==> config.mk <==
export PLATFORM = sky130hd
export DESIGN_NAME = refresh_admit_filter
export DESIGN_NICKNAME = d
export VERILOG_FILES = /design/src/rtl/rfb_pkg.sv /design/src/rtl/rfb_refresh_tracker.sv /design/src/rtl/rfb_admit_gate.sv /design/src/rtl/refresh_admit_filter.sv
export SDC_FILE = /design/constraint.sdc
export NUM_CORES = 1
export LEC_CHECK = 0
export BUFFER_PORTS_ARGS = -buffer_cell sky130_fd_sc_hd__buf_2
export CORE_MARGIN = 2
export CORE_UTILIZATION = 37
export DETAILED_ROUTE_END_ITERATION = 7
export GPL_ROUTABILITY_DRIVEN = 0
export PLACE_DENSITY = 0.84
export SYNTH_ARGS = -nofsm -noshare
export SYNTH_HDL_FRONTEND = slang
export SYNTH_SLANG_ARGS = --single-unit
==> constraint.sdc <==
create_clock -name clk -period 2.6 [get_ports clk]
set_input_delay 0.26 -clock clk [delete_from_list [all_inputs] [get_ports clk]]
set_output_delay 0.26 -clock clk [all_outputs]
set_load 0.01 [all_outputs]
==> src/rtl/rfb_pkg.sv <==
package rfb_pkg;
    localparam int RANK_W = 6;
    localparam int HASH_W = 3;
    localparam int SEL_W  = 3;

    // rank field bit positions
    localparam int RB_S0 = 0;
    localparam int RB_S1 = 1;
    localparam int RB_S2 = 2;
    localparam int RB_M1 = 3;
    localparam int RB_M2 = 4;
    localparam int RB_D  = 5;

    localparam logic [SEL_W-1:0] SEL_STACK       = 3'b000;
    localparam logic [SEL_W-1:0] SEL_MASTER_STK  = 3'b001;
    localparam logic [SEL_W-1:0] SEL_SLOT_STK    = 3'b010;
    localparam logic [SEL_W-1:0] SEL_SLOT_MS     = 3'b011;
    localparam logic [SEL_W-1:0] SEL_SLOT_MASTER = 3'b100;

    typedef struct packed {
        logic             en_so;
        logic             en_nso;
        logic [SEL_W-1:0] sel;
    } filt_cfg_t;

    typedef enum logic [0:0] {
        TRK_OPEN = 1'b0,
        TRK_HOLD = 1'b1
    } trk_state_e;

    // returns {usable, hash}; reserved selections are not usable
    function automatic logic [HASH_W:0] rank_hash(input logic [RANK_W-1:0] r,
                                                 input logic [SEL_W-1:0] sel);
        logic [HASH_W:0] res;
        case (sel)
            SEL_STACK:       res = {1'b1, r[RB_S2], r[RB_S1], r[RB_S0]};
            SEL_MASTER_STK:  res = {1'b1, r[RB_M2], r[RB_S2], r[RB_S1]};
            SEL_SLOT_STK:    res = {1'b1, r[RB_D],  r[RB_S2], r[RB_S1]};
            SEL_SLOT_MS:     res = {1'b1, r[RB_D],  r[RB_M2], r[RB_S2]};
            SEL_SLOT_MASTER: res = {1'b1, r[RB_D],  r[RB_M2], r[RB_M1]};
            default:         res = '0;
        endcase
        return res;
    endfunction
endpackage

==> src/rtl/rfb_refresh_tracker.sv <==
module rfb_refresh_tracker
    import rfb_pkg::*;
(
    input  logic                  clk,
    input  logic                  rst_n,
    input  logic                  refresh_i,
    input  logic [RANK_W-1:0]     ref_rank_i,
    input  filt_cfg_t             cfg_i,
    output filt_cfg_t             cfg_q,
    output logic [HASH_W-1:0]     ref_hash_o,
    output logic                  ref_ok_o
);
    trk_state_e          state_q, state_d;
    logic [RANK_W-1:0]   ref_q;
    logic [RANK_W-1:0]   eff_rank;
    logic [HASH_W:0]     hres;

    always_ff @(posedge clk) begin
        if (!rst_n) state_q <= TRK_OPEN;
        else        state_q <= state_d;
    end

    always_comb begin
        state_d = state_q;
        unique case (state_q)
            TRK_OPEN: if (refresh_i)  state_d = TRK_HOLD;
            TRK_HOLD: if (!refresh_i) state_d = TRK_OPEN;
        endcase
    end

    // shadow configuration, frozen during refresh
    always_ff @(posedge clk) begin
        if (!rst_n)          cfg_q <= '{en_so: 1'b0, en_nso: 1'b0, sel: SEL_STACK};
        else if (!refresh_i) cfg_q <= cfg_i;
    end

    // refreshing rank latched on the opening edge of a refresh
    always_ff @(posedge clk) begin
        if (!rst_n)                                ref_q <= '0;
        else if (state_q == TRK_OPEN && refresh_i) ref_q <= ref_rank_i;
    end

    always_comb begin
        unique case (state_q)
            TRK_OPEN: eff_rank = ref_rank_i;
            TRK_HOLD: eff_rank = ref_q;
        endcase
        hres       = rank_hash(eff_rank, cfg_q.sel);
        ref_ok_o   = hres[HASH_W];
        ref_hash_o = hres[HASH_W-1:0];
    end

    a_r9_cfg_frozen: assert property (@(posedge clk) disable iff (!rst_n)
        refresh_i |=> $stable(cfg_q));
    a_r10_rank_frozen: assert property (@(posedge clk) disable iff (!rst_n)
        (state_q == TRK_HOLD && refresh_i) |=> $stable(ref_q));
    a_r8_hold_follows_refresh: assert property (@(posedge clk) disable iff (!rst_n)
        (state_q == TRK_HOLD) |-> $past(refresh_i));
endmodule

==> src/rtl/rfb_admit_gate.sv <==
module rfb_admit_gate
    import rfb_pkg::*;
#(
    parameter int CMD_W    = 16,
    parameter int RANK_LSB = 4
) (
    input  logic                  clk,
    input  logic                  rst_n,
    input  logic                  en,
    input  logic [SEL_W-1:0]      sel,
    input  logic                  refresh_on,
    input  logic [HASH_W-1:0]     ref_hash,
    input  logic                  ref_ok,
    input  logic                  in_valid,
    input  logic [CMD_W-1:0]      in_cmd,
    output logic                  in_ready,
    output logic                  out_valid,
    output logic [CMD_W-1:0]      out_cmd,
    input  logic                  out_ready
);
    logic [HASH_W:0] cres;
    logic            hit;
    logic            stall;

    always_comb begin
        cres      = rank_hash(in_cmd[RANK_LSB +: RANK_W], sel);
        hit       = cres[HASH_W] && ref_ok && (cres[HASH_W-1:0] == ref_hash);
        stall     = refresh_on && en && hit;
        out_valid = in_valid && !stall;
        in_ready  = out_ready && !stall;
        out_cmd   = in_cmd;
    end

    a_r8_idle_transparent: assert property (@(posedge clk) disable iff (!rst_n)
        !refresh_on |-> (out_valid == in_valid && in_ready == out_ready));
    a_r5_disabled_transparent: assert property (@(posedge clk) disable iff (!rst_n)
        !en |-> (out_valid == in_valid && in_ready == out_ready));
    a_r7_reserved_transparent: assert property (@(posedge clk) disable iff (!rst_n)
        (sel > SEL_SLOT_MASTER) |-> (out_valid == in_valid && in_ready == out_ready));
    a_r3_hold_pairs: assert property (@(posedge clk) disable iff (!rst_n)
        (in_valid && !out_valid) |-> !in_ready);
    a_r4_cmd_through: assert property (@(posedge clk) disable iff (!rst_n)
        out_cmd == in_cmd);
endmodule

==> src/rtl/refresh_admit_filter.sv <==
module refresh_admit_filter
    import rfb_pkg::*;
#(
    parameter int CMD_W    = 16,
    parameter int RANK_LSB = 4
) (
    input  logic             clk,
    input  logic             rst_n,
    input  logic             cfg_so_en,
    input  logic             cfg_nso_en,
    input  logic [2:0]       cfg_sel,
    input  logic             refresh_active,
    input  logic [5:0]       refresh_rank,
    input  logic             so_in_valid,
    input  logic [CMD_W-1:0] so_in_cmd,
    output logic             so_in_ready,
    output logic             so_out_valid,
    output logic [CMD_W-1:0] so_out_cmd,
    input  logic             so_out_ready,
    input  logic             nso_in_valid,
    input  logic [CMD_W-1:0] nso_in_cmd,
    output logic             nso_in_ready,
    output logic             nso_out_valid,
    output logic [CMD_W-1:0] nso_out_cmd,
    input  logic             nso_out_ready
);
    localparam int NPATH = 2;

    filt_cfg_t                    cfg_in, cfg_q;
    logic [HASH_W-1:0]            ref_hash;
    logic                         ref_ok;
    logic [NPATH-1:0]             p_en, p_iv, p_ir, p_ov, p_or;
    logic [NPATH-1:0][CMD_W-1:0]  p_ic, p_oc;

    always_comb begin
        cfg_in = '{en_so: cfg_so_en, en_nso: cfg_nso_en, sel: cfg_sel};
        p_en   = {cfg_q.en_nso, cfg_q.en_so};
        p_iv   = {nso_in_valid, so_in_valid};
        p_ic   = {nso_in_cmd, so_in_cmd};
        p_or   = {nso_out_ready, so_out_ready};
        so_in_ready   = p_ir[0];
        so_out_valid  = p_ov[0];
        so_out_cmd    = p_oc[0];
        nso_in_ready  = p_ir[1];
        nso_out_valid = p_ov[1];
        nso_out_cmd   = p_oc[1];
    end

    rfb_refresh_tracker u_trk (
        .clk        (clk),
        .rst_n      (rst_n),
        .refresh_i  (refresh_active),
        .ref_rank_i (refresh_rank),
        .cfg_i      (cfg_in),
        .cfg_q      (cfg_q),
        .ref_hash_o (ref_hash),
        .ref_ok_o   (ref_ok)
    );

    for (genvar g = 0; g < NPATH; g++) begin : g_path
        rfb_admit_gate #(.CMD_W(CMD_W), .RANK_LSB(RANK_LSB)) u_gate (
            .clk        (clk),
            .rst_n      (rst_n),
            .en         (p_en[g]),
            .sel        (cfg_q.sel),
            .refresh_on (refresh_active),
            .ref_hash   (ref_hash),
            .ref_ok     (ref_ok),
            .in_valid   (p_iv[g]),
            .in_cmd     (p_ic[g]),
            .in_ready   (p_ir[g]),
            .out_valid  (p_ov[g]),
            .out_cmd    (p_oc[g]),
            .out_ready  (p_or[g])
        );
    end

    initial begin
        if (RANK_LSB + RANK_W > CMD_W) $error("rank field exceeds command width");
    end
endmodule

Word level (Yosys, flattened, before mapping). Index checks and enable logic that the tools add are counted.

Reductions and logical operators: 16. Eq/ne operators: 6. Bitwise gates (word level): 1. Mux-type cells: 5.

Operators by type and width (number): $pmux 4 s5 (3); $logic_and 1x1->1 (13); $pmux 6 s2 (1); $eq 3x2->1 const B (2); $eq 3x3->1 (2); $eq 3x1->1 const B (1); $eq 3x3->1 const B (1); $logic_not 3->1 (1); $logic_not 1->1 (2); $mux 1 (1); $not 1->1 (1).

Flip-flop bits (word level): 12. Output and inout bits: 36. Input port bits: 50.

Longest topological paths before layout.
Depth after elaboration: 8. Gate-level depth with buffers: 7. Gate-level depth less buffers: 5.

Cells and area by module. Synthesis repeated with hierarchy kept, for this count alone.

Cell total of the unflattened synthesis: 165. Area, all modules: 1398.8 um^2.

Modules (own cells, without submodules): rfb_admit_gate (times used 2, area each 379.1 um^2, cells an instance 52, seq. area each 0.0 um^2); rfb_refresh_tracker (times used 1, area each 640.6 um^2, cells an instance 61, seq. area each 240.2 um^2).

Worst setup path after synthesis. OpenSTA, ideal clock, no wires.

Kind: register to output. From: reg, netlist name u_trk.cfg_q[1]. To: out nso_in_ready. Data required time: 2.340 ns. Setup slack: 0.740 ns. Arrival time: 1.600 ns. Stages on the path, launching flop included: 7. Path through: dfxtp_1 buf_2 mux4_1 nand2_1 o211ai_1 xnor2_1 a41oi_1.

Cells in the longest elaborated chain, start to end: 7.

RTL lines: $eq 3x3->1 (tied with other cells) (line rfb_pkg.sv:35) `case (sel)`; $pmux 4 s5 (line rfb_pkg.sv:35); $eq 3x3->1 / $logic_and 1x1->1 (equally long branches) (line rfb_admit_gate.sv:27) `hit = cres[HASH_W] && ref_ok && (cres[HASH_W-1:0] == ref_hash);`; $logic_and 1x1->1 * (line rfb_admit_gate.sv:27); $logic_and 1x1->1 * (line rfb_admit_gate.sv:28) `stall = refresh_on && en && hit;`; $logic_not 1->1 * (line rfb_admit_gate.sv:30) `in_ready = out_ready && !stall;`; $logic_and 1x1->1 * (line rfb_admit_gate.sv:30); end, declared (line refresh_admit_filter.sv:22) `output logic nso_in_ready,`.

Mark *: on every way between the ends. The rest lies on a longest branch, timed or not.

Worst setup path in the final report.
From: reg u_trk.state_q. To: out nso_in_ready.

Cells in the longest elaborated chain, start to end: 8.

RTL lines: start, declared (line rfb_refresh_tracker.sv:13) `trk_state_e state_q, state_d;`; start signal, assigned (line rfb_refresh_tracker.sv:20) `else state_q <= state_d;`; $not 1->1 (line rfb_refresh_tracker.sv:44) `unique case (state_q)`; $pmux 6 s2 * (line rfb_refresh_tracker.sv:44); $pmux 4 s5 * (line rfb_pkg.sv:35); $eq 3x3->1 * (line rfb_admit_gate.sv:27); $logic_and 1x1->1 * (line rfb_admit_gate.sv:27); $logic_and 1x1->1 * (line rfb_admit_gate.sv:28); $logic_not 1->1 * (line rfb_admit_gate.sv:30); $logic_and 1x1->1 * (line rfb_admit_gate.sv:30).

Marks and branches as above.

==> results.md <==
- Hold crit path type: in -> reg
- Flop pwr share: 0.415
- Setup TNS: 0 ns
- Avg Synthesized Cell Area: 8.59 um^2
- Max cap viols: 0
- Unrepaired setup endpoints after global routing: false
- Combinational share of power: 0.373
- Antenna violation net count after detailed routing: 0
- Bufs and invs on worst path: 1
- Pre-CTS WS: about 0.38 ns
- WP data required: 2.34 ns
- Ys Warns: 0
- CTS tree: done
- IO buf count: 45
- Area growth, synth to finish: 2.68%
- Largest net degree at the start of global routing: 16
- Postcts setup bufs: 0
- First-pass GRT wire length: between 3000 and 4000 um
- Reg-to-reg endpoint: u_trk.ref_q[4]$_SDFFE_PN0P_
- Cell internal pwr: 345 uW
- Die W: 62.4 um
- GRT Total Usage: 0.116
- Status: complete, no violations
- Final WL: approximately 2400 um
- Switch share: 0.315
- Critical Path Sink Type: output pin
- Mapped cell area: between 1000 and 1500 um^2
- Worst r2r path cells: 3
- # setup viols final: 0
- Post-layout min period: between 2 and 2.5 ns
- Gr ovfl total: 0
- Clk pin slew, worst setup/hold paths: around 0.07 ns
- Number of nets in the layout: roughly 210
- Crit share post-route: 0.942
- Switching Power: 159 uW
- Detailed-placement wirelength estimate: 1950 um
- Max_slew headroom: 0.629
- Worst Hold Path Cells: 3
- CTS buffer count: 3
- CP max stage delay: 0.53 ns
- Root buf cell: clkbuf_4
- Crit Path Class: reg -> out
- Total power: between 500 and 600 uW
- Fin cells: 202
- Placed cells: slightly below 200
- Full die area: 3900 um^2
- Final hold vios: 0
- Number of DRC markers in iteration 0: 11
- # diodes: 0
- Clk sinks: 12
- Top Usage Layer GRT: met2
- Slowest CP cell: dfxtp_1
- Cell variety after synth: 32
- H-Tree Depth: 1
- Worst EP arrival: ~2.2 ns
- FF-to-FF setup slack: 1.37 ns
- Synth Register Bits: 12
- CP top delay family: flip-flops
- Maximum VDD drop: 0.191 mV
- # rows: 21
- PostCTS Resize Cnt: 0
- Total iterations of the first detailed-routing run: 4
- GR Util met3: 0.0234
- Final core area utilization: 0.392
- CP max FO: 8
- Post-Syn Instances: around 150
- Initial antenna violation count: 0
- Worst-Margin Slew: 0.556 ns
- Syn_nets: roughly 200
- Core area: roughly 3300 um^2
- Leak Pwr: 0.000567 uW
- Met2 global-route usage: 0.194
- Fmax: 0.408 GHz
- Final WS setup: roughly 0.15 ns
- Ports: 86
- Met1 usage: 0.144
- Sequential fraction of the synthesis area: 0.190
- Routed vias: 974
- Residual DRC count: 0
- WP depth: 6
- Share of cells above drive strength 1: 0.404
- Starting Density: 0.381
- CP Launch Type: flop
- Max Transition Viols Final: 0
- Clock Power Share: 0.212
- RR Startpoint: u_trk.state_q$_SDFF_PN0_
- Post-CTS Hold Buffers: 0
- Vias in the first global route: 847
- Min-delay src: cfg_sel[0]
- Cells along the critical path: mux2_4 > a32o_1 > nor3_2 > xor2_1 > a41oi_1 > buf_2
- Die Y: 62.4 um
- WHS Endpoint: u_trk.cfg_q[0]$_SDFFE_PN0N_
- Vias/cell: 4.82
- PwrDens: 389 nW/um^2
- Skew-Pair Late Insertion Delay: 0.26 ns
- Max Clock Skew: 0.000246 ns
- Wire per inst: 11.8 um
- Max Root-Sink Buffers: 2
worst max-delay path by stage:
stage | start | endpoint | slack (ns)
5_1_grt | u_trk.cfg_q[0]$_SDFFE_PN0N_ | so_in_ready | 0.007
3_3_place_gp | u_trk.cfg_q[1]$_SDFFE_PN0N_ | nso_in_ready | 0.44
6_report | u_trk.state_q$_SDFF_PN0_ | nso_in_ready | 0.15
3_5_place_dp | u_trk.cfg_q[1]$_SDFFE_PN0N_ | nso_in_ready | 0.38
4_1_cts | u_trk.cfg_q[1]$_SDFFE_PN0N_ | nso_in_ready | 0.08
2_1_floorplan | u_trk.cfg_q[1]$_SDFFE_PN0N_ | nso_in_ready | 0.74
routing by layer:
layer	share of wire	wire, um
met5	0	0
met3	0.057	135
met4	0.010	25
met2	0.48	1140
met1	0.45	1090
cell usage in the layout, fill, tap and decap left out:
| cell | instances |
|---|---|
| or2_2 | 1 |
| a32o_1 | 1 |
| nor3_2 | 1 |
| nor3_1 | 2 |
| mux4_1 | 1 |
| inv_1 | 4 |
| buf_4 | 3 |
| xnor2_1 | 5 |
| a22oi_1 | 4 |
| nor2b_1 | 12 |
| a2bb2oi_1 | 2 |
| dfxtp_1 | 11 |
| o211ai_1 | 1 |
| a21boi_0 | 2 |
| mux2_2 | 6 |
| mux2_4 | 1 |
| o21ai_0 | 4 |
| nand2b_1 | 3 |
| o22ai_1 | 2 |
| a21oi_1 | 2 |
| xor2_1 | 2 |
| dfxtp_2 | 1 |
| mux2i_1 | 18 |
| nor3b_2 | 1 |
| and2b_1 | 1 |
| o32ai_2 | 1 |
| a41oi_1 | 4 |
| buf_2 | 45 |
| and2_1 | 1 |
| clkbuf_4 | 3 |
| nand2_1 | 8 |
| nor2_1 | 3 |
registers in the layout, summed over array words and instances, names as in the netlist:
register and flops:
u_trk.ref_q 6, u_trk.state_q 1, u_trk.cfg_q 5
per-stage QoR:
step | hold slack (ns) | instance area (um^2)
2_1_floorplan | 0.414 | 1260
3_3_place_gp | 0.477 | 1270
3_5_place_dp | 0.490 | 1270
4_1_cts | 0.247 | 1290
5_1_grt | 0.269 | 1300
6_report | 0.254 | 1300
power groups by stage:
stage	Combinational [uW]	Sequential, uW	Clock (uW)
detailed placement	188	214	0
floorplan	187	202	0
global route	207	211	119
finish	188	210	107
global placement	186	213	0
CTS	188	209	112
synth_stat cells:
cell type	instances	area, um^2
a21boi_0	2	15.0
a21oi_1	2	10.0
a22oi_1	4	30.0
a2bb2oi_1	2	17.5
a32o_1	1	10.0
a41oi_1	4	35.0
and2_1	1	6.26
and2b_1	1	7.51
buf_2	5	25.0
buf_4	33	248
buf_6	1	11.3
clkbuf_1	3	11.3
dfxtp_1	12	240
inv_1	4	15.0
mux2_2	6	67.6
mux2_4	1	15.0
mux2i_1	18	180
mux4_1	1	26.3
nand2_1	8	30.0
nand2b_1	3	18.8
nor2_1	3	11.3
nor2b_1	12	75.1
nor3_1	2	10.0
nor3_2	1	10.0
nor3b_2	1	12.5
o211ai_1	1	7.51
o21ai_0	4	20.0
o22ai_1	2	12.5
o32ai_2	1	16.3
or2_2	1	6.26
xnor2_1	5	43.8
xor2_1	2	17.5
kinds of logic after synthesis:
kind of cell / after synthesis / synth area share
AO/OA/AOI/OAI: 23 / 0.138
flip-flops: 12 / 0.190
XOR/XNOR: 7 / 0.0486
AND/OR/NAND/NOR: 33 / 0.149
multiplexers: 26 / 0.229
buffers and inverters: 46 / 0.246
area by class of cell:
cell class / count / area [um^2]
inverters: 4 / 15.0
clock buffers: 3 / 22.5
repair buffers: 48 / 248
multi-input cells: 89 / 712
fillers: 362 / 2010
well taps: 46 / 57.6
flip-flops and latches: 12 / 241
worst reg2reg max path: stages (launching register included):
cell     delay [ns]
dfxtp_1        0.42
and2b_1        0.43
mux2i_1        0.22
nor2b_1        0.06
Power figures use the tool's default switching activity.
